===== config.mk =====
export PLATFORM = sky130hd
export DESIGN_NAME = ramp_code_capture
export DESIGN_NICKNAME = d
export VERILOG_FILES = /design/src/rtl/rcc_pkg.sv /design/src/rtl/rcc_sync.sv /design/src/rtl/rcc_gray_ramp.sv /design/src/rtl/rcc_column.sv /design/src/rtl/ramp_code_capture.sv
export SDC_FILE = /design/constraint.sdc
export NUM_CORES = 1
export LEC_CHECK = 0
export CAP_MARGIN = 20
export CORE_MARGIN = 8
export CORE_UTILIZATION = 51
export CTS_CLUSTER_DIAMETER = 30
export DETAILED_ROUTE_END_ITERATION = 8
export MAX_ROUTING_LAYER = met4
export PLACE_DENSITY = 0.74
export SYNTH_ARGS = -nofsm -noshare
export SYNTH_HDL_FRONTEND = slang
export SYNTH_HIERARCHICAL = 1
export SYNTH_SLANG_ARGS = --single-unit

===== constraint.sdc =====
create_clock -name clk -period 4.7 [get_ports clk]
set_input_delay 1.41 -clock clk [delete_from_list [all_inputs] [get_ports clk]]
set_output_delay 1.41 -clock clk [all_outputs]
set_load 0.02 [all_outputs]

===== src/rtl/rcc_pkg.sv =====
package rcc_pkg;

   // Phases of the shared ramp counter
   typedef enum logic [1:0] {
      PH_IDLE  = 2'd0,
      PH_RAMP  = 2'd1,
      PH_FLUSH = 2'd2
   } ramp_phase_e;

   localparam int unsigned MAX_RES_BITS = 16;

endpackage


===== src/rtl/rcc_sync.sv =====
module rcc_sync #(
   parameter int unsigned STAGES = 2
) (
   input  logic clk,
   input  logic rst_n,
   input  logic d_i,
   output logic q_o
);

   logic [STAGES-1:0] chain_q;

   for (genvar i = 0; i < STAGES; i++) begin : g_stage
      if (i == 0) begin : g_first
         always_ff @(posedge clk or negedge rst_n) begin
            if (!rst_n) chain_q[0] <= 1'b0;
            else        chain_q[0] <= d_i;
         end
      end else begin : g_next
         always_ff @(posedge clk or negedge rst_n) begin
            if (!rst_n) chain_q[i] <= 1'b0;
            else        chain_q[i] <= chain_q[i-1];
         end
      end
   end

   assign q_o = chain_q[STAGES-1];

endmodule


===== src/rtl/rcc_gray_ramp.sv =====
module rcc_gray_ramp #(
   parameter int unsigned RES_BITS = 10
) (
   input  logic                clk,
   input  logic                rst_n,
   input  logic                start_i,
   output logic                launch_o,
   output logic                ramp_o,
   output logic                last_o,
   output logic                done_o,
   output logic [RES_BITS-1:0] gray_o
);

   import rcc_pkg::*;

   localparam int unsigned   STEPS   = 1 << RES_BITS;
   localparam logic [RES_BITS-1:0] TOP_CODE = RES_BITS'(STEPS - 1);

   ramp_phase_e         phase_q;
   logic [RES_BITS-1:0] bin_q;
   logic [RES_BITS-1:0] gray_q;
   logic [RES_BITS-1:0] bin_nx;
   logic [RES_BITS-1:0] gray_nx;

   assign bin_nx   = bin_q + 1'b1;
   assign gray_nx  = bin_nx ^ (bin_nx >> 1);
   assign launch_o = start_i && (phase_q == PH_IDLE);
   assign ramp_o   = (phase_q == PH_RAMP);
   assign last_o   = ramp_o && (bin_q == TOP_CODE);
   assign done_o   = (phase_q == PH_FLUSH);
   assign gray_o   = gray_q;

   always_ff @(posedge clk or negedge rst_n) begin
      if (!rst_n) begin
         phase_q <= PH_IDLE;
         bin_q   <= '0;
         gray_q  <= '0;
      end else begin
         unique case (phase_q)
            PH_IDLE: begin
               if (launch_o) begin
                  phase_q <= PH_RAMP;
                  bin_q   <= '0;
                  gray_q  <= '0;
               end
            end
            PH_RAMP: begin
               if (bin_q == TOP_CODE) begin
                  phase_q <= PH_FLUSH;
                  bin_q   <= '0;
                  gray_q  <= '0;
               end else begin
                  bin_q   <= bin_nx;
                  gray_q  <= gray_nx;
               end
            end
            PH_FLUSH: phase_q <= PH_IDLE;
            default:  phase_q <= PH_IDLE;
         endcase
      end
   end

endmodule


===== src/rtl/rcc_column.sv =====
module rcc_column #(
   parameter int unsigned RES_BITS    = 10,
   parameter int unsigned SYNC_STAGES = 2
) (
   input  logic                clk,
   input  logic                rst_n,
   input  logic                launch_i,
   input  logic                ramp_i,
   input  logic                last_i,
   input  logic                done_i,
   input  logic [RES_BITS-1:0] gray_i,
   input  logic                cmp_i,
   output logic [RES_BITS-1:0] result_o
);

   logic                cmp_s;
   logic                cmp_d_q;
   logic                rise;
   logic                hit_q;
   logic [RES_BITS-1:0] frozen_q;
   logic [RES_BITS-1:0] decoded;
   logic [RES_BITS-1:0] result_q;

   rcc_sync #(.STAGES(SYNC_STAGES)) u_sync (
      .clk   (clk),
      .rst_n (rst_n),
      .d_i   (cmp_i),
      .q_o   (cmp_s)
   );

   always_ff @(posedge clk or negedge rst_n) begin
      if (!rst_n) cmp_d_q <= 1'b0;
      else        cmp_d_q <= cmp_s;
   end

   assign rise = cmp_s && !cmp_d_q;

   // First edge wins; the last count fills in full scale for silent columns
   always_ff @(posedge clk or negedge rst_n) begin
      if (!rst_n) begin
         hit_q    <= 1'b0;
         frozen_q <= '0;
      end else if (launch_i) begin
         hit_q    <= 1'b0;
      end else if (ramp_i && !hit_q && (rise || last_i)) begin
         hit_q    <= 1'b1;
         frozen_q <= gray_i;
      end
   end

   // Gray to binary: each bit is the parity of the bits above and including it
   always_comb begin
      decoded[RES_BITS-1] = frozen_q[RES_BITS-1];
      for (int i = RES_BITS - 2; i >= 0; i--) begin
         decoded[i] = decoded[i+1] ^ frozen_q[i];
      end
   end

   always_ff @(posedge clk or negedge rst_n) begin
      if (!rst_n)      result_q <= '0;
      else if (done_i) result_q <= decoded;
   end

   assign result_o = result_q;

endmodule


===== src/rtl/ramp_code_capture.sv =====
module ramp_code_capture #(
   parameter int unsigned N_COL       = 4,
   parameter int unsigned RES_BITS    = 10,
   parameter int unsigned SYNC_STAGES = 2
) (
   input  logic                      clk,
   input  logic                      rst_n,
   input  logic                      start_i,
   input  logic [N_COL-1:0]          cmp_i,
   output logic [N_COL*RES_BITS-1:0] result_o,
   output logic                      valid_o
);

   if (N_COL < 1) begin : g_bad_cols
      $error("ramp_code_capture: N_COL must be at least 1");
   end
   if (RES_BITS < 2 || RES_BITS > rcc_pkg::MAX_RES_BITS) begin : g_bad_res
      $error("ramp_code_capture: RES_BITS out of range");
   end
   if (SYNC_STAGES < 2) begin : g_bad_sync
      $error("ramp_code_capture: SYNC_STAGES must be at least 2");
   end

   logic                cnt_launch;
   logic                cnt_ramp;
   logic                cnt_last;
   logic                cnt_done;
   logic [RES_BITS-1:0] cnt_gray;
   logic                valid_q;

   rcc_gray_ramp #(.RES_BITS(RES_BITS)) u_ramp (
      .clk      (clk),
      .rst_n    (rst_n),
      .start_i  (start_i),
      .launch_o (cnt_launch),
      .ramp_o   (cnt_ramp),
      .last_o   (cnt_last),
      .done_o   (cnt_done),
      .gray_o   (cnt_gray)
   );

   for (genvar c = 0; c < N_COL; c++) begin : g_col
      rcc_column #(
         .RES_BITS    (RES_BITS),
         .SYNC_STAGES (SYNC_STAGES)
      ) u_col (
         .clk      (clk),
         .rst_n    (rst_n),
         .launch_i (cnt_launch),
         .ramp_i   (cnt_ramp),
         .last_i   (cnt_last),
         .done_i   (cnt_done),
         .gray_i   (cnt_gray),
         .cmp_i    (cmp_i[c]),
         .result_o (result_o[c*RES_BITS +: RES_BITS])
      );
   end

   always_ff @(posedge clk or negedge rst_n) begin
      if (!rst_n)          valid_q <= 1'b0;
      else if (cnt_launch) valid_q <= 1'b0;
      else if (cnt_done)   valid_q <= 1'b1;
   end

   assign valid_o = valid_q;

endmodule


## Yosys cells after proc, flatten, opt, wreduce, memory -nomap -nowiden

Cells that the tools add are included.

- Flip-flop bits (word level): 119
- Input port bits: 7
- Output and inout bits: 41
- Logic and storage cells: 129

- $add $sub $neg: 1
- Eq/ne operators: 5
- Mux-type cells: 18
- Bitwise gates (word level): 38
- Reduce and logical (&&, ||, !) cells: 39

Operators with widths:

| cell | number |
|---|---|
| $pmux 10 s2 | 2 |
| $xor 1x1->1 | 36 |
| $mux 10 | 3 |
| $logic_and 1x1->1 | 14 |
| $reduce_and 2->1 | 6 |
| $reduce_bool 2->1 | 6 |
| $add 10x1->10 const B | 1 |
| $eq 10x10->1 const B | 1 |
| $mux 1 | 10 |
| $xor 10x9->10 | 1 |
| $logic_not 1->1 | 8 |
| $logic_or 1x1->1 | 4 |
| $mux 2 | 2 |
| $ne 2x2->1 const B | 2 |
| $pmux 2 s2 | 1 |
| $eq 2x1->1 const B | 1 |
| $eq 2x2->1 const B | 1 |
| $logic_not 2->1 | 1 |
| $not 1->1 | 1 |

## Depth between registers and ports, before layout

Gate-level depths: netlist of run 1.

- Depth in word-level cells: 9
- Mapped depth: 8
- Depth with buffers taken out: 7

## Modules after synthesis

Netlist of run 1, hierarchy kept.

Modules (own cells, without submodules):

| module | instances | cells each | area each (um^2) | seq. area each (um^2) |
|---|---|---|---|---|
| rcc_column | 4 | 107 | 1231.2 | 550.5 |
| rcc_gray_ramp | 1 | 109 | 1068.5 | 525.5 |
| rcc_sync | 4 | 2 | 50.0 | 50.0 |
| ramp_code_capture | 1 | 2 | 35.0 | 25.0 |

## Least setup slack after synthesis of run 1

No wires, ideal clock.

- Path kind: input to register
- From: input start_i
- To: register g_col[0].u_col.frozen_q[1]
- Setup time: 0.125 ns
- Arrival time: 2.858 ns
- Data required time: 4.575 ns
- Path slack: 1.717 ns
- Cell stages on the path: 5
- Path buffers: 1
- Path through: nor3b_1 -> nor2_1 -> o211ai_1 -> clkbuf_1 -> mux2_2

- Longest elaborated chain between the ends: 3

RTL lines:

| what | RTL line | source |
|---|---|---|
| start, declared | ramp_code_capture.sv:8 | `input logic start_i,` |
| $logic_and 1x1->1 | rcc_gray_ramp.sv:27 | `assign launch_o = start_i && (phase_q == PH_IDLE);` |
| $not 1->1 (no line) | n/a |  |
| $reduce_and 2->1 (no line) | n/a |  |
| end signal, assigned | rcc_column.sv:47 | `frozen_q <= gray_i;` |
| end, declared | rcc_column.sv:20 | `logic [RES_BITS-1:0] frozen_q;` |

No other way between the ends.
A chain may end at the register's enable or synchronous reset.

## Final worst setup path of run 1

- From: input start_i
- To: register g_col[3].u_col.frozen_q[8]

- Longest elaborated chain between the ends: 3

RTL lines:

| what | RTL line | source |
|---|---|---|
| $logic_and 1x1->1 | rcc_gray_ramp.sv:27 |  |
| net cnt_launch | ramp_code_capture.sv:24 | `logic cnt_launch;` |
| $not 1->1 (no line) | n/a |  |
| $reduce_and 2->1 (no line) | n/a |  |
| end signal, assigned | rcc_column.sv:47 |  |
| end, declared | rcc_column.sv:20 |  |

The timed path passes the listed nets, and every way through them passes these cells.

==> results.md, run 1 <==
* Post-DP HPWL at 8736 µm
* DIE HEIGHT at 126.5 µm
* CTS Buf Count at 17
* Final ANT Viol Nets at 0
* Count leader, synth: dfrtp_1
* I/O pin count at 48
* First-pass GRT wire length at 22050 µm
* Worst slew margin at 0.2676
* FF-to-FF path depth at 7
* Hold Violations, Final at 0
* Synthesized Nets at 555
* R2R Path End: g_col[3].u_col/frozen_q[8]$_DFFE_PN0P_
* Final min period at 2.940 ns
* Post-Route Utilization at 0.6242
* Initial antenna violation count at 0
* DIE AREA at 16000 µm²
* Share of layout cells above drive strength 1 at 0.2036
* Ys flop type: dfrtp_1
* Core Box Area at 11960 µm²
* Share of flip-flops with an asynchronous set or reset at 1.000
* Final std cells w/o fill at 751
* Sequential Power Share at 0.344
* Final WL at 12900 µm
* Leakage at 3.026 nW
* Pwr dens at 610.6 nW/µm²
* H-tree depth at 4
* GPL Wtd Cong at 0.8177
* Final TNS setup at 0 ns
* Final Max Tran Viols at 0
* Root Buffer: clkbuf_16
* Critical path endpoint category: flop
* Ant. Diodes at 0
* Crit-path max FO at 11
* Measured slew at the worst slew-check pin at 1.091 ns
* Mapped Cells at 547
* Syn avg cell area at 11.39 µm²
* Sw Share at 0.3538
* Logic pwr share at 0.350
* Initial Utilization at 0.5207
* Largest cells by area after synthesis: dfrtp_1, mux2_2, xnor2_1
* Sequential area share after synthesis at 0.4741
* Yosys warns at 6
* Skew final at 0.007814 ns
* Max rail drop VDD at 387.0 µV
* EDFF count, synth at 0
* Final net count at 599
* CP startpoint kind: input pin
* Status: finished, final reports clean
* Endpoints failing setup at 0
* Reg2reg setup slack at 2.02 ns
* Unrepaired setup endpoints after global routing: false
* Crit path DAT at 3.23 ns
* Hold_buf cts at 0
* Max Cap Viol at 0
* Reg clk slew, reported paths at 0.06 ns
* Die Width at 126.5 µm
* Period utilization at 0.6254
* Synth Register Bits at 118
* Count of port buffers added during placement at 47
* RR Startpoint: u_ramp/bin_q[0]$_DFFE_PN0P_
* Synth cell types at 39
* Area of the multi-input gates at 3104 µm²
* Largest net degree at the start of global routing at 57
* Hold Startpoint: g_col[0].u_col/u_sync/chain_q[0]$_DFF_PN0_
* Vias in the first global route at 4394
* # DRC at 0
* Hold crit path type: reg -> reg
* Clock group share of total power at 0.306
* Clk sink count at 118
* Post-route cell area at 7466 µm²
* Overall Power at 4.559 mW
* Hold path cells at 0
* Fmax at 340.2 MHz
* Rows at 40
* Clk buf depth at 2
* Layout area overhead at 19.87%
* Inst Count DP at 716
* Via density at 5.784
* Top cell type by total area after synthesis: dfrtp_1
* Sequential cell area at 2953 µm²
* Gates resized, CTS repair at 0
* Psw at 1.613 mW
* Setup CP Type: in -> reg
* CTS tree: done
* Router iterations before antenna repair at 6
* All-layer global routing usage at 0.1755
* Vias at 4344
* Worst Hold End: g_col[0].u_col/u_sync/q_o$_DFF_PN0_
* Total global routing overflow at 0
* Top-area cell type share of the netlist area at 0.4741
* Routed len/inst at 17.17 µm
* DP Area at 6795 µm²
* Clock latency at the later pin of the worst-skew pair at 0.41 ns
* Syn Std Cell Area at 6228 µm²
* # fillers at 942
* Post-CTS setup buffers at 0
* Post-synth top cells: dfrtp_1, mux2_2, xnor2_1
* Drt first-iter violations at 410
* Crit path required time at 4.99 ns
* Internal power at 2.946 mW
per-stage QoR:
step,hold slack [ns],setup slack [ns]
3_3_place_gp,0.3322,1.423
5_1_grt,0.3652,1.608
3_5_place_dp,0.3347,1.326
4_1_cts,0.3471,1.773
2_1_floorplan,0.3312,1.717
6_report,0.3455,1.760
worst max-delay path by stage:
stage / from / end / slack [ns] / depth (start not counted)
floorplan: start_i / g_col[0].u_col/frozen_q[1]$_DFFE_PN0P_ / 1.72 / 5
global placement: start_i / g_col[3].u_col/frozen_q[9]$_DFFE_PN0P_ / 1.42 / 6
detailed placement: start_i / g_col[3].u_col/frozen_q[3]$_DFFE_PN0P_ / 1.33 / 6
CTS: start_i / g_col[0].u_col/frozen_q[3]$_DFFE_PN0P_ / 1.77 / 6
global route: start_i / g_col[0].u_col/frozen_q[5]$_DFFE_PN0P_ / 1.61 / 6
finish: start_i / g_col[3].u_col/frozen_q[8]$_DFFE_PN0P_ / 1.76 / 6
layout make-up:
cell class | instances | share of cell area
repair buffers | 56 | 0.07173
flip-flops and latches | 118 | 0.3955
well taps | 147 | 0.02464
clock buffers | 19 | 0.06067
multi-input cells | 387 | 0.4158
clock inverters | 13 | 0.02614
inverters | 11 | 0.005530
power by group through the flow:
| stage | Clock [mW] | Combinational [mW] | Sequential (mW) |
|---|---|---|---|
| after detailed placement | 0 | 1.55 | 1.58 |
| after global placement | 0 | 1.49 | 1.56 |
| after global routing | 1.47 | 1.75 | 1.61 |
| after floorplan | 0 | 1.17 | 1.54 |
| after CTS | 1.42 | 1.56 | 1.57 |
| final | 1.39 | 1.60 | 1.57 |
routing by layer:
| metal | up-vias | GRT usage | share of wire |
|---|---|---|---|
| met4 | 0 | 0.07219 | 0.019 |
| met5 | - | - | 0 |
| met3 | 21 | 0.04357 | 0.038 |
| li1 | 2058 | - | - |
| met1 | 2155 | 0.2109 | 0.44 |
| met2 | 110 | 0.2783 | 0.50 |
state kept, by name (all words and copies together), names as in the netlist:
name	flops
valid_o	1
u_ramp/phase_q	2
g_col.u_col/hit_q	4
g_col.u_col/frozen_q	40
u_ramp/gray_o	9
g_col.u_col/u_sync/chain_q	4
g_col.u_col/result_o	40
g_col.u_col/cmp_d_q	4
g_col.u_col/u_sync/q_o	4
u_ramp/bin_q	10
placed cells by master (no fill, tap or decap), types with 10 or more instances in the layout:
master           synthesis  final
clkdlybuf4s50_1          0     46
nand2_1                 29     29
nand4_1                 36     36
nor3_1                  11     11
nand3_1                 19     19
inv_1                   11     11
buf_4                    1     10
a21oi_1                 20     20
a41oi_1                 16     16
mux2_2                  52     52
dfrtp_1                118    118
o21ai_0                 28     28
xor2_1                  21     21
xnor2_1                 44     44
clkbuf_16                0     17
nor2b_1                 18     17
nor2_1                  30     30
cells by family (layout without fill, tap and decap cells):
family,after synthesis,in the layout,synth area share
compound gates,85,85,0.08839
xor+xnor,85,85,0.1653
fa+ha+maj,1,1,0.002009
buf+inv,42,99,0.02873
flops,118,118,0.4741
mux,56,56,0.1037
simple gates,160,160,0.1378
critical path: stages:
cell,delay (ns)
clkdlybuf4s50_1,0.51
nor3b_1,0.19
buf_4,0.20
nor2_1,0.05
o211ai_1,0.45
mux2_2,0.43
No activity file was read; power rests on OpenSTA's default activity.
==> inputs of run 2 (changes only) <==
--- a/config.mk
+++ b/config.mk
@@ -11,7 +11,7 @@
 export CTS_CLUSTER_DIAMETER = 30
 export DETAILED_ROUTE_END_ITERATION = 8
 export MAX_ROUTING_LAYER = met4
-export PLACE_DENSITY = 0.74
+export PLACE_DENSITY = 0.77
 export SYNTH_ARGS = -nofsm -noshare
 export SYNTH_HDL_FRONTEND = slang
 export SYNTH_HIERARCHICAL = 1
==> constraint.sdc (replaced) <==
create_clock -name clk -period 2.5 [get_ports clk]
set_input_delay 0.75 -clock clk [delete_from_list [all_inputs] [get_ports clk]]
set_output_delay 0.75 -clock clk [all_outputs]
set_load 0.02 [all_outputs]
==> run 2 against run 1 <==
Against the previous run: wire length increased by 3.1%; critical path type is now reg -> reg; largest power group unchanged; final area grew 2.4%; sequential power up 89%; power increased by 91%; sequential share of layout area fell by 0.94 points; worst hold slack lost 0.00067 ns; critical path depth increased by 2; highest routed layer unchanged; clock-buffer cell count grew 3; via count rose by 1.8%; register-to-register slack lost 1.8 ns.
==> results.md, run 2 (synthesized netlist as in run 1, its figures left out) <==
* I/O pin count at 48 (unchanged)
* Slowest stage cell, crit path: dfrtp_1 (was clkdlybuf4s50_1)
* Overall Power at 8.686 mW (was 4.559 mW)
* Skew final at 0.006839 ns (was 0.007814 ns)
* CP startpoint kind: flop (was input pin)
* Period utilization at 0.9052
* H-tree depth at 4 (unchanged)
* Core Box Area at 11960 µm² (unchanged)
* Hold Violations, Final at 0 (unchanged)
* M1 wire length at 5709 µm (was 5656 µm)
* Measured slew at the worst slew-check pin at 0.5861 ns (was 1.091 ns)
* Crit path depth at 8 (was 6)
* Root Buffer: clkbuf_16 (unchanged)
* Commonest non-fill, non-tap cells in the layout: dfrtp_1, mux2_2, clkdlybuf4s50_1 (unchanged)
* Vias at 4422 (was 4344)
* Router iterations before antenna repair at 4 (was 6)
* Final Max Tran Viols at 0 (unchanged)
* FF-to-FF path depth at 8 (was 7)
* Final WL at 13300 µm (was 12900 µm)
* Met3 wire length at 604 µm (was 493 µm)
* Layout area overhead at 22.78% (was 19.87%)
* Final TNS setup at 0 ns (unchanged)
* # DRC at 0 (unchanged)
* Hold_buf cts at 0 (unchanged)
* Crit-path max FO at 11 (unchanged)
* First-pass GRT wire length at 22040 µm (was 22050 µm)
* Final net count at 613 (was 599)
* Post-DP HPWL at 9024 µm (was 8736 µm)
* CP Launch Point: u_ramp/bin_q[0]$_DFFE_PN0P_ (was start_i)
* CTS Buf Count at 17 (unchanged)
* Leakage at 3.133 nW (was 3.026 nW)
* Clock latency at the later pin of the worst-skew pair at 0.41 ns (about the same)
* Status: finished, final reports clean (unchanged)
* CP bufs+invs at 1 (was 2)
* Pwr dens at 1136 nW/µm² (was 610.6 nW/µm²)
* Initial antenna violation count at 0 (unchanged)
* Reg clk slew, reported paths at 0.06 ns (about the same)
* Ant. Diodes at 0 (unchanged)
* DR top layer: met4 (unchanged)
* Unrepaired setup endpoints after global routing: false (unchanged)
* Largest net degree at the start of global routing at 43 (was 57)
* GPL Wtd Cong at 0.8147 (was 0.8177)
* DP Area at 6998 µm² (was 6795 µm²)
* Post-CTS setup buffers at 0 (unchanged)
* Die Width at 126.5 µm (unchanged)
* Vias in the first global route at 4354 (was 4394)
* Setup CP Type: reg -> reg (was in -> reg)
* Count of port buffers added during placement at 47 (unchanged)
* Drt first-iter violations at 484 (was 410)
* Final ANT Viol Nets at 0 (unchanged)
* Post-route cell area at 7647 µm² (was 7466 µm²)
* Initial Utilization at 0.5207 (unchanged)
* RR Startpoint: u_ramp/bin_q[0]$_DFFE_PN0P_ (unchanged)
* Crit-path cells: ha_1, nand2_1, nor2_1, nand2_1, nor2_2, o211ai_1, buf_12, mux2_2 (was clkdlybuf4s50_1, nor3b_1, buf_4, nor2_1, o211ai_1, mux2_2)
* Critical path endpoint category: flop (unchanged)
* Final min period at 2.263 ns
* Gates resized, CTS repair at 0 (unchanged)
* CTS tree: done (unchanged)
* Routed len/inst at 17.41 µm (was 17.17 µm)
* Max incr delay on CP at 0.41 ns (was 0.51 ns)
* Crit path DAT at 2.55 ns (was 3.23 ns)
* Max rail drop VDD at 684.6 µV (was 387.0 µV)
* Total global routing overflow at 0 (unchanged)
* Inst Count DP at 733 (was 716)
* DIE AREA at 16000 µm² (unchanged)
* Share of layout cells above drive strength 1 at 0.2188 (was 0.2036)
* Endpoints failing setup at 0 (unchanged)
* Hold crit path type: in -> async (was reg -> reg)
* All-layer global routing usage at 0.1773 (was 0.1755)
* Setup ws final at 0.2371 ns (was 1.760 ns)
* Max Cap Viol at 0 (unchanged)
* Clk buf depth at 2 (unchanged)
* Delay-heaviest family, CP: simple AND/OR/NAND/NOR gates (was buffers and inverters)
* Crit path required time at 2.79 ns (was 4.99 ns)
* Rows at 40 (unchanged)
* Met2 WL at 6772 µm (was 6506 µm)
* Top cell by count, worst path: nand2_1
* Clk sink count at 118 (unchanged)
* DIE HEIGHT at 126.5 µm (unchanged)
* Pre-CTS setup slack at 0.04274 ns (was 1.326 ns)
* Fmax at 441.9 MHz
* Final std cells w/o fill at 764 (was 751)
* Commonest non-fill, non-tap cell in the layout: dfrtp_1 (unchanged)
* Via density at 5.788 (was 5.784)
* Worst slew margin at 0.6093 (was 0.2676)
## run 2: cell count changes in the layout (fill, tap and decap cells not counted)
cell and change:
inv_6 -3, nor2_1 -1, bufinv_16 +1, clkinv_4 -3
clkbuf_8 +1, clkbuf_1 +2, clkinv_2 +3, buf_12 +6
clkinvlp_4 -2, buf_4 +8, nor2_2 +1
## run 2: report_power, final
part	internal (mW)	total, mW	switching (mW)
registers	2.37	2.96	0.587
logic	1.49	3.06	1.57
clock network	1.84	2.66	0.829
## run 2: per-stage QoR
| step | util | hold slack (ns) |
|---|---|---|
| after global placement | 0.5850 | 0.3344 |
| after CTS | 0.6391 | 0.3432 |
| final | 0.6393 | 0.3448 |
| after floorplan | - | 0.3312 |
| after detailed placement | 0.5850 | 0.3405 |
| after global routing | 0.6393 | 0.3560 |
## run 2: cell type report
cell class / count / area [µm²]
Fill cell: 936 / 4314
Multi-Input combinational cell: 387 / 3107
Sequential cell: 118 / 2953
Timing Repair Buffer: 70 / 715.7
Clock buffer: 22 / 474.2
Tap cell: 147 / 183.9
Clock inverter: 9 / 172.7
Inverter: 11 / 41.29
## run 2: final timing paths
path | end | slack [ns]
worst max register to register | g_col[3].u_col/frozen_q[2]$_DFFE_PN0P_ | 0.24
min in group clk | g_col[3].u_col/u_sync/q_o$_DFF_PN0_ | 0.35
max in group asynchronous | g_col[0].u_col/result_o[8]$_DFFE_PN0P_ | 1.54
worst min register to register | g_col[3].u_col/u_sync/q_o$_DFF_PN0_ | 0.35
worst min-delay path | g_col[0].u_col/result_o[3]$_DFFE_PN0P_ | 0.34
worst max-delay path | g_col[3].u_col/frozen_q[2]$_DFFE_PN0P_ | 0.24
## run 2: metal layers
metal | track usage | vias up
met5 | - | -
met4 | 0.06369 | 0
met3 | 0.05027 | 22
met2 | 0.2896 | 136
met1 | 0.2056 | 2179
li1 | - | 2085
==> inputs of run 3 (changes only) <==
--- a/config.mk
+++ b/config.mk
@@ -8,7 +8,7 @@
 export CAP_MARGIN = 20
 export CORE_MARGIN = 8
 export CORE_UTILIZATION = 51
-export CTS_CLUSTER_DIAMETER = 30
+export CTS_CLUSTER_DIAMETER = 200
 export DETAILED_ROUTE_END_ITERATION = 8
 export MAX_ROUTING_LAYER = met4
 export PLACE_DENSITY = 0.77
==> results of run 3 <==
The final DEF is identical to that of run 2; final timing and power are the same.
